$ cat src/rtl/bcg_pkg.sv
package bcg_pkg;
    typedef enum logic [1:0] {
        ST_IDLE  = 2'd0,
        ST_BURST = 2'd1,
        ST_PAGE  = 2'd2
    } bcg_state_e;

    localparam int LEN_CODE_W = 3;
endpackage

$ cat src/rtl/bcg_ctrl.sv
module bcg_ctrl
    import bcg_pkg::*;
#(
    parameter int COL_W = 8
) (
    input  logic                  clk,
    input  logic                  rst_n,
    input  logic                  start_i,
    input  logic [COL_W-1:0]      start_col_i,
    input  logic [LEN_CODE_W-1:0] blen_i,
    input  logic                  ilv_i,
    input  logic                  term_i,
    output logic [COL_W-1:0]      base_o,
    output logic [COL_W-1:0]      cnt_o,
    output logic [COL_W-1:0]      mask_o,
    output logic                  ilv_o,
    output logic                  valid_o,
    output logic                  last_o,
    output logic                  err_o
);
    bcg_state_e       state_q, state_nx;
    logic [COL_W-1:0] base_q, cnt_q, mask_q, mask_new;
    logic             ilv_q, err_q;
    logic             page_req;

    assign page_req = blen_i[2];
    assign mask_new = page_req ? {COL_W{1'b1}}
                               : ((COL_W'(1) << blen_i[1:0]) - COL_W'(1));

    always_comb begin
        state_nx = state_q;
        unique case (state_q)
            ST_IDLE:  state_nx = ST_IDLE;
            ST_BURST: begin
                if (term_i || cnt_q == mask_q) state_nx = ST_IDLE;
            end
            ST_PAGE: begin
                if (term_i) state_nx = ST_IDLE;
            end
            default:  state_nx = ST_IDLE;
        endcase
        if (start_i) state_nx = page_req ? ST_PAGE : ST_BURST;
    end

    always_ff @(posedge clk or negedge rst_n) begin
        if (!rst_n) state_q <= ST_IDLE;
        else        state_q <= state_nx;
    end

    always_ff @(posedge clk or negedge rst_n) begin
        if (!rst_n) begin
            base_q <= '0;
            cnt_q  <= '0;
            mask_q <= '0;
            ilv_q  <= 1'b0;
            err_q  <= 1'b0;
        end else if (start_i) begin
            base_q <= start_col_i;
            cnt_q  <= '0;
            mask_q <= mask_new;
            ilv_q  <= ilv_i & ~page_req;
            err_q  <= ilv_i & page_req;
        end else if (state_q != ST_IDLE) begin
            cnt_q  <= cnt_q + COL_W'(1);
        end
    end

    always_comb begin
        base_o  = base_q;
        cnt_o   = cnt_q;
        mask_o  = mask_q;
        ilv_o   = ilv_q;
        err_o   = err_q;
        valid_o = (state_q != ST_IDLE);
        last_o  = (state_q == ST_BURST) && (cnt_q == mask_q);
    end
endmodule

$ cat src/rtl/bcg_addr.sv
module bcg_addr #(
    parameter int COL_W = 8
) (
    input  logic             valid_i,
    input  logic             ilv_i,
    input  logic [COL_W-1:0] base_i,
    input  logic [COL_W-1:0] cnt_i,
    input  logic [COL_W-1:0] mask_i,
    output logic [COL_W-1:0] col_o
);
    logic [COL_W-1:0] seq_col, ilv_col;

    assign seq_col = (base_i & ~mask_i) | ((base_i + cnt_i) & mask_i);
    assign ilv_col = base_i ^ (cnt_i & mask_i);

    always_comb begin
        if (!valid_i)   col_o = '0;
        else if (ilv_i) col_o = ilv_col;
        else            col_o = seq_col;
    end
endmodule

$ cat src/rtl/burst_col_gen.sv
module burst_col_gen
    import bcg_pkg::*;
#(
    parameter int COL_W = 8
) (
    input  logic             clk,
    input  logic             rst_n,
    input  logic             start_i,
    input  logic [COL_W-1:0] start_col_i,
    input  logic [2:0]       blen_i,
    input  logic             ilv_i,
    input  logic             term_i,
    output logic [COL_W-1:0] col_o,
    output logic             valid_o,
    output logic             last_o,
    output logic             cfg_err_o
);
    logic [COL_W-1:0] base_w, cnt_w, mask_w;
    logic             ilv_w;

    bcg_ctrl #(.COL_W(COL_W)) ctrl_i (
        .clk(clk), .rst_n(rst_n), .start_i(start_i), .start_col_i(start_col_i),
        .blen_i(blen_i), .ilv_i(ilv_i), .term_i(term_i),
        .base_o(base_w), .cnt_o(cnt_w), .mask_o(mask_w), .ilv_o(ilv_w),
        .valid_o(valid_o), .last_o(last_o), .err_o(cfg_err_o)
    );

    bcg_addr #(.COL_W(COL_W)) addr_i (
        .valid_i(valid_o), .ilv_i(ilv_w), .base_i(base_w),
        .cnt_i(cnt_w), .mask_i(mask_w), .col_o(col_o)
    );
endmodule

$ cat config.mk
export PLATFORM = sky130hd
export DESIGN_NAME = burst_col_gen
export DESIGN_NICKNAME = d
export VERILOG_FILES = /design/src/rtl/bcg_pkg.sv /design/src/rtl/bcg_ctrl.sv /design/src/rtl/bcg_addr.sv /design/src/rtl/burst_col_gen.sv
export SDC_FILE = /design/constraint.sdc
export NUM_CORES = 1
export LEC_CHECK = 0
export BUFFER_PORTS_ARGS = -buffer_cell sky130_fd_sc_hd__clkbuf_2
export CAP_MARGIN = 20
export CORE_ASPECT_RATIO = 1.4
export CORE_MARGIN = 2
export CORE_UTILIZATION = 55
export CTS_CLUSTER_DIAMETER = 50
export DETAILED_ROUTE_END_ITERATION = 8
export HOLD_SLACK_MARGIN = 0.05
export PLACE_DENSITY_LB_ADDON = 0.25
export SYNTH_ARGS = -nofsm -noshare
export SYNTH_HDL_FRONTEND = slang
export SYNTH_SLANG_ARGS = --single-unit
$ cat constraint.sdc
create_clock -name clk -period 6.3 [get_ports clk]
set_input_delay 0.945 -clock clk [delete_from_list [all_inputs] [get_ports clk]]
set_output_delay 0.945 -clock clk [all_outputs]
set_load 0.05 [all_outputs]
==> results by group, run 1 <==
Status
  – Status: complete, no violations

Place
  – IO Port Bufs: 26
  – Setup WS pre-CTS: 2700 ps
  – Placed cell count: around 260
  – HPWL Detailed: between 3000 and 4000 µm
  – Area post-placement: about 2000 µm²
  – GPL Wtd Cong: approximately 0.91

Clocking
  – Post-CTS setup buffer count: 0
  – Num CTS Buffers: 3
  – Post-CTS sizing: 0
  – Hold buffers post-CTS: 0
  – Worst-skew pair later-pin latency: between 200 and 300 ps
  – Clock Tree Buf Depth: 2
  – Sink Count: 27
  – H-tree depth: 1
  – Worst-path clk slew: about 90 ps
  – CTS tree: yes
  – Clock root buffer: clkbuf_8

Floorplan
  – IO Pins: 27
  – Core area: approximately 3200 µm²
  – DIE AREA: around 3800 µm²
  – Die Y: between 70 and 80 µm
  – Starting Density: between 50 and 60%
  – Row count: 24
  – Die W: 52.9 µm

Synthesis
  – Unique masters post-synth: between 40 and 50
  – Synthesis-stage register bit count: 27
  – Synth Warn #: 0
  – Post-synth design cell area: approximately 1800 µm²
  – Async SR Flop Fraction: 100%
  – Top_reg_cell synth: dfrtp_1
  – Post-synth EDFFs: 0
  – Synth Area in Compound Gates: around 18%
  – Simple-Gate Fraction of Synth Area: about 18%
  – Net Count, Synth: between 200 and 250
  – Post-synthesis xor/xnor area fraction: between 6 and 7%
  – Post-synthesis mux area share: between 5 and 6%
  – Syn Inst Count: between 150 and 200
  – Adder-Cell Fraction of Synth Area: roughly an eighth
  – Main combinational cell family by area after synthesis: simple AND/OR/NAND/NOR gates
  – Avg Cell Area, Syn: just over 9 µm²
  – Sequential share of the synthesized area: 36.6%

STA
  – Fmax: approximately 250 MHz
  – Fin. Hold Viols: 0
  – Period utilization: 62.8%
  – Slew @ Worst Pin: roughly 900 ps
  – Slew margin rel.: between 30% and 40%
  – RSZ-0062 raised after global routing: false
  – Setup TNS: 0 ps
  – Number of setup violations in the final report: 0
  – Final setup margin: ~2300 ps
  – Clock Skew: roughly 1.3 ps
  – Max-slew violation count: 0
  – Tmin final: around 4000 ps

Layout
  – Final Net Count: between 200 and 300
  – Fin cells: 261
  – Multi-input logic area: 1100 µm²
  – Area grow syn2layout: 10.8%
  – Share of post-route cells with drive strength above 1: between 10% and 20%
  – Register area: approximately 680 µm²
  – Commonest non-fill, non-tap cell in the layout: dfrtp_1
  – Fillers: approximately 280
  – Core Util, Final: around 65%
  – Most frequent cells in the layout: dfrtp_1, clkbuf_2, nor2_1
  – Layout Cell Area excl Fill: ~2000 µm²
  – Diode count: 0

Global routing
  – First-pass GRT wire length: just over 7000 µm
  – GRT overflow: 0
  – Number of global-route vias before repair: between 1,500 and 2,000
  – Pin count of the biggest net entering global routing: 37
  – Overall Global Routing Usage: approximately 24%
  – Antenna violations before repair: 0

Detailed routing
  – First drt pass iteration count: 4
  – DR WL/cell: around 16 µm
  – Final WL: 4100 µm
  – Final ANT Viol Nets: 0
  – DRC viols: 0
  – Drt first-iter violations: 37
  – DR vias: roughly 1,600
  – Vias per cell: between 6 and 7

Setup path
  – Crit path max fanout: 5
  – Worst Setup SP: ctrl_i.cnt_o[0]
  – WP data arrival: between 3000 and 4000 ps
  – Slowest-stage cell, CP: or4_1
  – Slowest stage delay, CP: between 400 and 500 ps
  – Crit path max-delay family: adder cells
  – Reg-to-reg startpoint: ctrl_i.state_q[1]
  – Crit. path cell count: 8
  – Crit start category: register
  – Crit-path cells: ha_1 > fa_1 > a211oi_2 > nor2_1 > or4_1 > nor4bb_1 > a211oi_1 > clkbuf_2
  – Setup crit end kind: output port
  – Bufs and invs on worst path: 1
  – FF-to-FF End: ctrl_i.cnt_o[6]
  – R2R setup slack: 3910 ps
  – Worst EP required: 5350 ps
  – Kind of critical path: reg -> out
  – Cells on worst reg2reg path: 6
  – Critical path endpoint: col_o[6]

Flow run
  – Max cap viols: 0

Power and ir drop
  – NetSw: 163 µW
  – Switching share of power: a little under two fifths
  – Worst vdd ir: 0.000184 V
  – Cell-internal power: around 280 µW
  – P_leak: 0.000933 µW
  – Pwr per Cell Area: 217 nW/µm²
  – Clock share of power: a little under a quarter
  – Combinational share of power: 31.1%
  – Seq pwr share: approximately 46%

Worst hold path
  – Hold crit path type: reg -> reg
  – Hold Path Cell Cnt: 1
==> layout make-up <==
class / count / area share [%]
multi-input combinational: 155 / 54.1
sequential: 27 / 33.1
timing repair buffer: 26 / 6.37
tap: 39 / 2.39
clock buffer: 3 / 2.02
inverter: 10 / 1.84
clock inverter: 1 / 0.245
==> flip-flops by register name, summed over array words and instances (netlist names) <==
name,cells
ctrl_i.base_o,8
ctrl_i.cnt_o,8
ctrl_i.mask_o,7
ctrl_i.state_q,2
ctrl_i.err_o,1
ctrl_i.ilv_o,1
==> power by group through the flow <==
| stage | registers (µW) | logic [µW] | clock network (µW) |
|---|---|---|---|
| 6_report | 206 | 138 | 100 |
| 5_1_grt | 208 | 151 | 108 |
| 4_1_cts | 205 | 139 | 102 |
| 3_5_place_dp | 209 | 137 | 0 |
| 3_3_place_gp | 207 | 133 | 0 |
| 2_1_floorplan | 204 | 106 | 0 |
==> how the worst min path moves through the flow <==
stage | from | to | slack (ps)
global route | ctrl_i.err_o | ctrl_i.err_o | 550
global placement | ctrl_i.state_q[0] | ctrl_i.state_q[1] | 490
CTS | ctrl_i.state_q[0] | ctrl_i.state_q[1] | 520
floorplan | ctrl_i.state_q[0] | ctrl_i.state_q[1] | 470
detailed placement | ctrl_i.state_q[0] | ctrl_i.state_q[1] | 500
finish | ctrl_i.state_q[0] | ctrl_i.state_q[1] | 520
==> cell families after synthesis <==
logic type	count (synthesis)
and+or+nand+nor	64
AOI/OAI and AO/OA	50
DFF	27
adders and majority gates	18
buffers and inverters	17
xor gates and xnor gates	13
muxes	10
==> worst register-to-register path, cell delays in order (launching register included) <==
cell and delay [ps]:
dfrtp_1 420, nor2_1 710, clkinv_1 480, and3_1 330
nand4_1 100, xor2_1 150, nor2_1 60
==> per-stage QoR <==
step,hold WS [ps],power [µW]
2_1_floorplan,467,309
3_3_place_gp,494,341
3_5_place_dp,500,346
4_1_cts,516,446
5_1_grt,552,467
6_report,516,444
==> cells in the mapped netlist, types with 2 or more instances <==
cell type / n / area [µm²]
o21ai_0: 12 / 60.1
clkbuf_1: 6 / 22.5
ha_1: 17 / 213
a31oi_1: 2 / 12.5
nand2_1: 11 / 41.3
nor4_1: 2 / 12.5
nor2b_1: 3 / 18.8
nand2b_1: 3 / 18.8
nand4_1: 6 / 37.5
mux2i_1: 2 / 20.0
xor2_1: 5 / 43.8
nor2_1: 23 / 86.3
a21o_1: 2 / 15.0
mux2_2: 8 / 90.1
inv_1: 9 / 33.8
xnor2_1: 8 / 70.1
a21oi_1: 12 / 60.1
or3_1: 3 / 18.8
dfrtp_1: 27 / 676
nor4b_1: 2 / 17.5
nand3_1: 3 / 15.0
a211oi_1: 13 / 97.6
nor3b_1: 2 / 15.0
==> metal layers <==
layer  GRT usage (%)  wire [µm]
met1            29.5       1630
met5               0          0
met4            11.7        163
met2            42.1       2150
met3            2.88        155
Note: power is estimated with default switching activity, not from simulation.
==> run 2, diff against run 1 <==
--- a/config.mk
+++ b/config.mk
@@ -9,7 +9,7 @@
 export CAP_MARGIN = 20
 export CORE_ASPECT_RATIO = 1.4
 export CORE_MARGIN = 2
-export CORE_UTILIZATION = 55
+export CORE_UTILIZATION = 51
 export CTS_CLUSTER_DIAMETER = 50
 export DETAILED_ROUTE_END_ITERATION = 8
 export HOLD_SLACK_MARGIN = 0.05
==> constraint.sdc (replaced) <==
create_clock -name clk -period 3.6 [get_ports clk]
set_input_delay 0.54 -clock clk [delete_from_list [all_inputs] [get_ports clk]]
set_output_delay 0.54 -clock clk [all_outputs]
set_load 0.05 [all_outputs]
==> run 2 against run 1 <==
  * Via count fell by 7.1%
  * Die area rose by 7.3%
  * Highest routed layer unchanged
  * Utilization down 4.5 points
  * Critical path depth stayed put
  * Hold slack got worse by 240 ps
  * Clock power increased by 71%
  * Largest power group unchanged
==> results by group, run 2 (same netlist as run 1, synthesis figures left out) <==
Power and ir drop
  – Pwr per Cell Area: about 380 nW/µm²
  – Power Total: roughly 770 µW
  – Worst vdd ir: 0.000268 V
  – P_leak: between 0.0009 and 0.001 µW

Place
  – Setup WS pre-CTS: about 490 ps
  – IO Port Bufs: 26
  – GPL Wtd Cong: a little over 0.8
  – HPWL Detailed: a little under 3000 µm

Clocking
  – Sink Count: 27
  – Clock Tree Buf Depth: 2
  – Clock root buffer: clkbuf_8
  – Num CTS Buffers: 3
  – Hold buffers post-CTS: 0
  – Post-CTS sizing: 0
  – H-tree depth: 1
  – Worst-path clk slew: ~90 ps
  – Worst-skew pair later-pin latency: roughly 270 ps
  – Post-CTS setup buffer count: 0
  – CTS tree: yes

Setup path
  – Setup crit end kind: output port
  – Crit path max fanout: 5
  – FF-to-FF End: ctrl_i.cnt_o[6]
  – Cells on worst reg2reg path: 7
  – Worst EP required: 3060 ps
  – Kind of critical path: reg -> out
  – WP data arrival: between 2000 and 3000 ps
  – R2R setup slack: 1870 ps
  – Reg-to-reg startpoint: ctrl_i.state_q[1]
  – Crit start category: register

Floorplan
  – Die Y: 75.2 µm
  – DIE AREA: slightly above 4000 µm²
  – Row count: 25
  – Core area: 3410 µm²
  – IO Pins: 27
  – Starting Density: ~54%
  – Die W: about 55 µm

STA
  – Slew margin rel.: between 50% and 60%
  – Period utilization: 95.0%
  – Max-slew violation count: 0
  – Clock Skew: 3.24 ps
  – RSZ-0062 raised after global routing: false
  – Slew @ Worst Pin: 733 ps
  – Fin. Hold Viols: 0
  – Fmax: between 200 and 300 MHz
  – Final setup margin: roughly 180 ps
  – Setup TNS: 0 ps
  – Number of setup violations in the final report: 0
  – WHS: around 280 ps
  – Tmin final: ~3400 ps

Detailed routing
  – Vias per cell: 5.78
  – DR WL/cell: 15.0 µm
  – DRC viols: 0
  – Final WL: 3930 µm
  – Final ANT Viol Nets: 0
  – Drt first-iter violations: 36
  – DR vias: 1,520
  – First drt pass iteration count: 4

Global routing
  – Antenna violations before repair: 0
  – First-pass GRT wire length: about 6900 µm
  – Pin count of the biggest net entering global routing: 37
  – Overall Global Routing Usage: 23.6%
  – GRT overflow: 0
  – Number of global-route vias before repair: around 1,500

Layout
  – Fillers: between 300 and 400
  – Area grow syn2layout: 11.5%
  – Share of post-route cells with drive strength above 1: a little under a fifth
  – Diode count: 0
  – Commonest non-fill, non-tap cell in the layout: dfrtp_1
  – Core Util, Final: approximately 60%
  – Most frequent cells in the layout: dfrtp_1, clkbuf_2, nor2_1
  – Final Net Count: 258

Status
  – Status: complete, no violations

Worst hold path
  – Hold crit path type: in -> async

Flow run
  – Max cap viols: 0
[run 2: how the worst max path moves through the flow]
stage	start	endpoint	depth (start not counted)
floorplan	ctrl_i.cnt_o[0]	col_o[4]	7
global placement	ctrl_i.cnt_o[0]	col_o[6]	8
detailed placement	ctrl_i.cnt_o[0]	col_o[6]	8
CTS	ctrl_i.cnt_o[0]	col_o[6]	8
global route	ctrl_i.cnt_o[0]	col_o[6]	8
finish	ctrl_i.cnt_o[0]	col_o[6]	8
[run 2: area by class of cell]
cell class | count | area (µm²) | share of cell area, %
multi-input cells | 155 | 1110 | 54.0
flip-flops and latches | 27 | 676 | 32.9
repair buffers | 27 | 138 | 6.70
well taps | 40 | 50.0 | 2.43
clock buffers | 4 | 45.0 | 2.19
inverters | 10 | 37.5 | 1.83
[run 2: metrics by stage]
stage / cells / instance area [µm²]
floorplan: 199 / 1850
detailed placement: 259 / 2010
finish: 263 / 2060
global route: 263 / 2060
CTS: 263 / 2060
global placement: 259 / 2010
[run 2: report_power, final]
group | switching [µW] | total (µW) | internal [µW]
clock | 91.8 | 171 | 79.4
sequential | 34.4 | 360 | 325
combinational | 152 | 242 | 90.0
[run 2: critical path, stage by stage, from the launching register on]
cell and delay [ps]:
dfrtp_1 450, ha_1 260, fa_1 450, a211oi_2 270, nor2_1 90, or4_1 450
nor4bb_1 140, a211oi_2 200, buf_2 280
[run 2: metal layers]
layer	share of wire, %	track usage [%]	up-vias
met3	2.1	2.58	9
met4	2.6	11.4	0
met5	0	0	-
met2	51	39.6	25
met1	44	29.6	711
li1	-	-	775
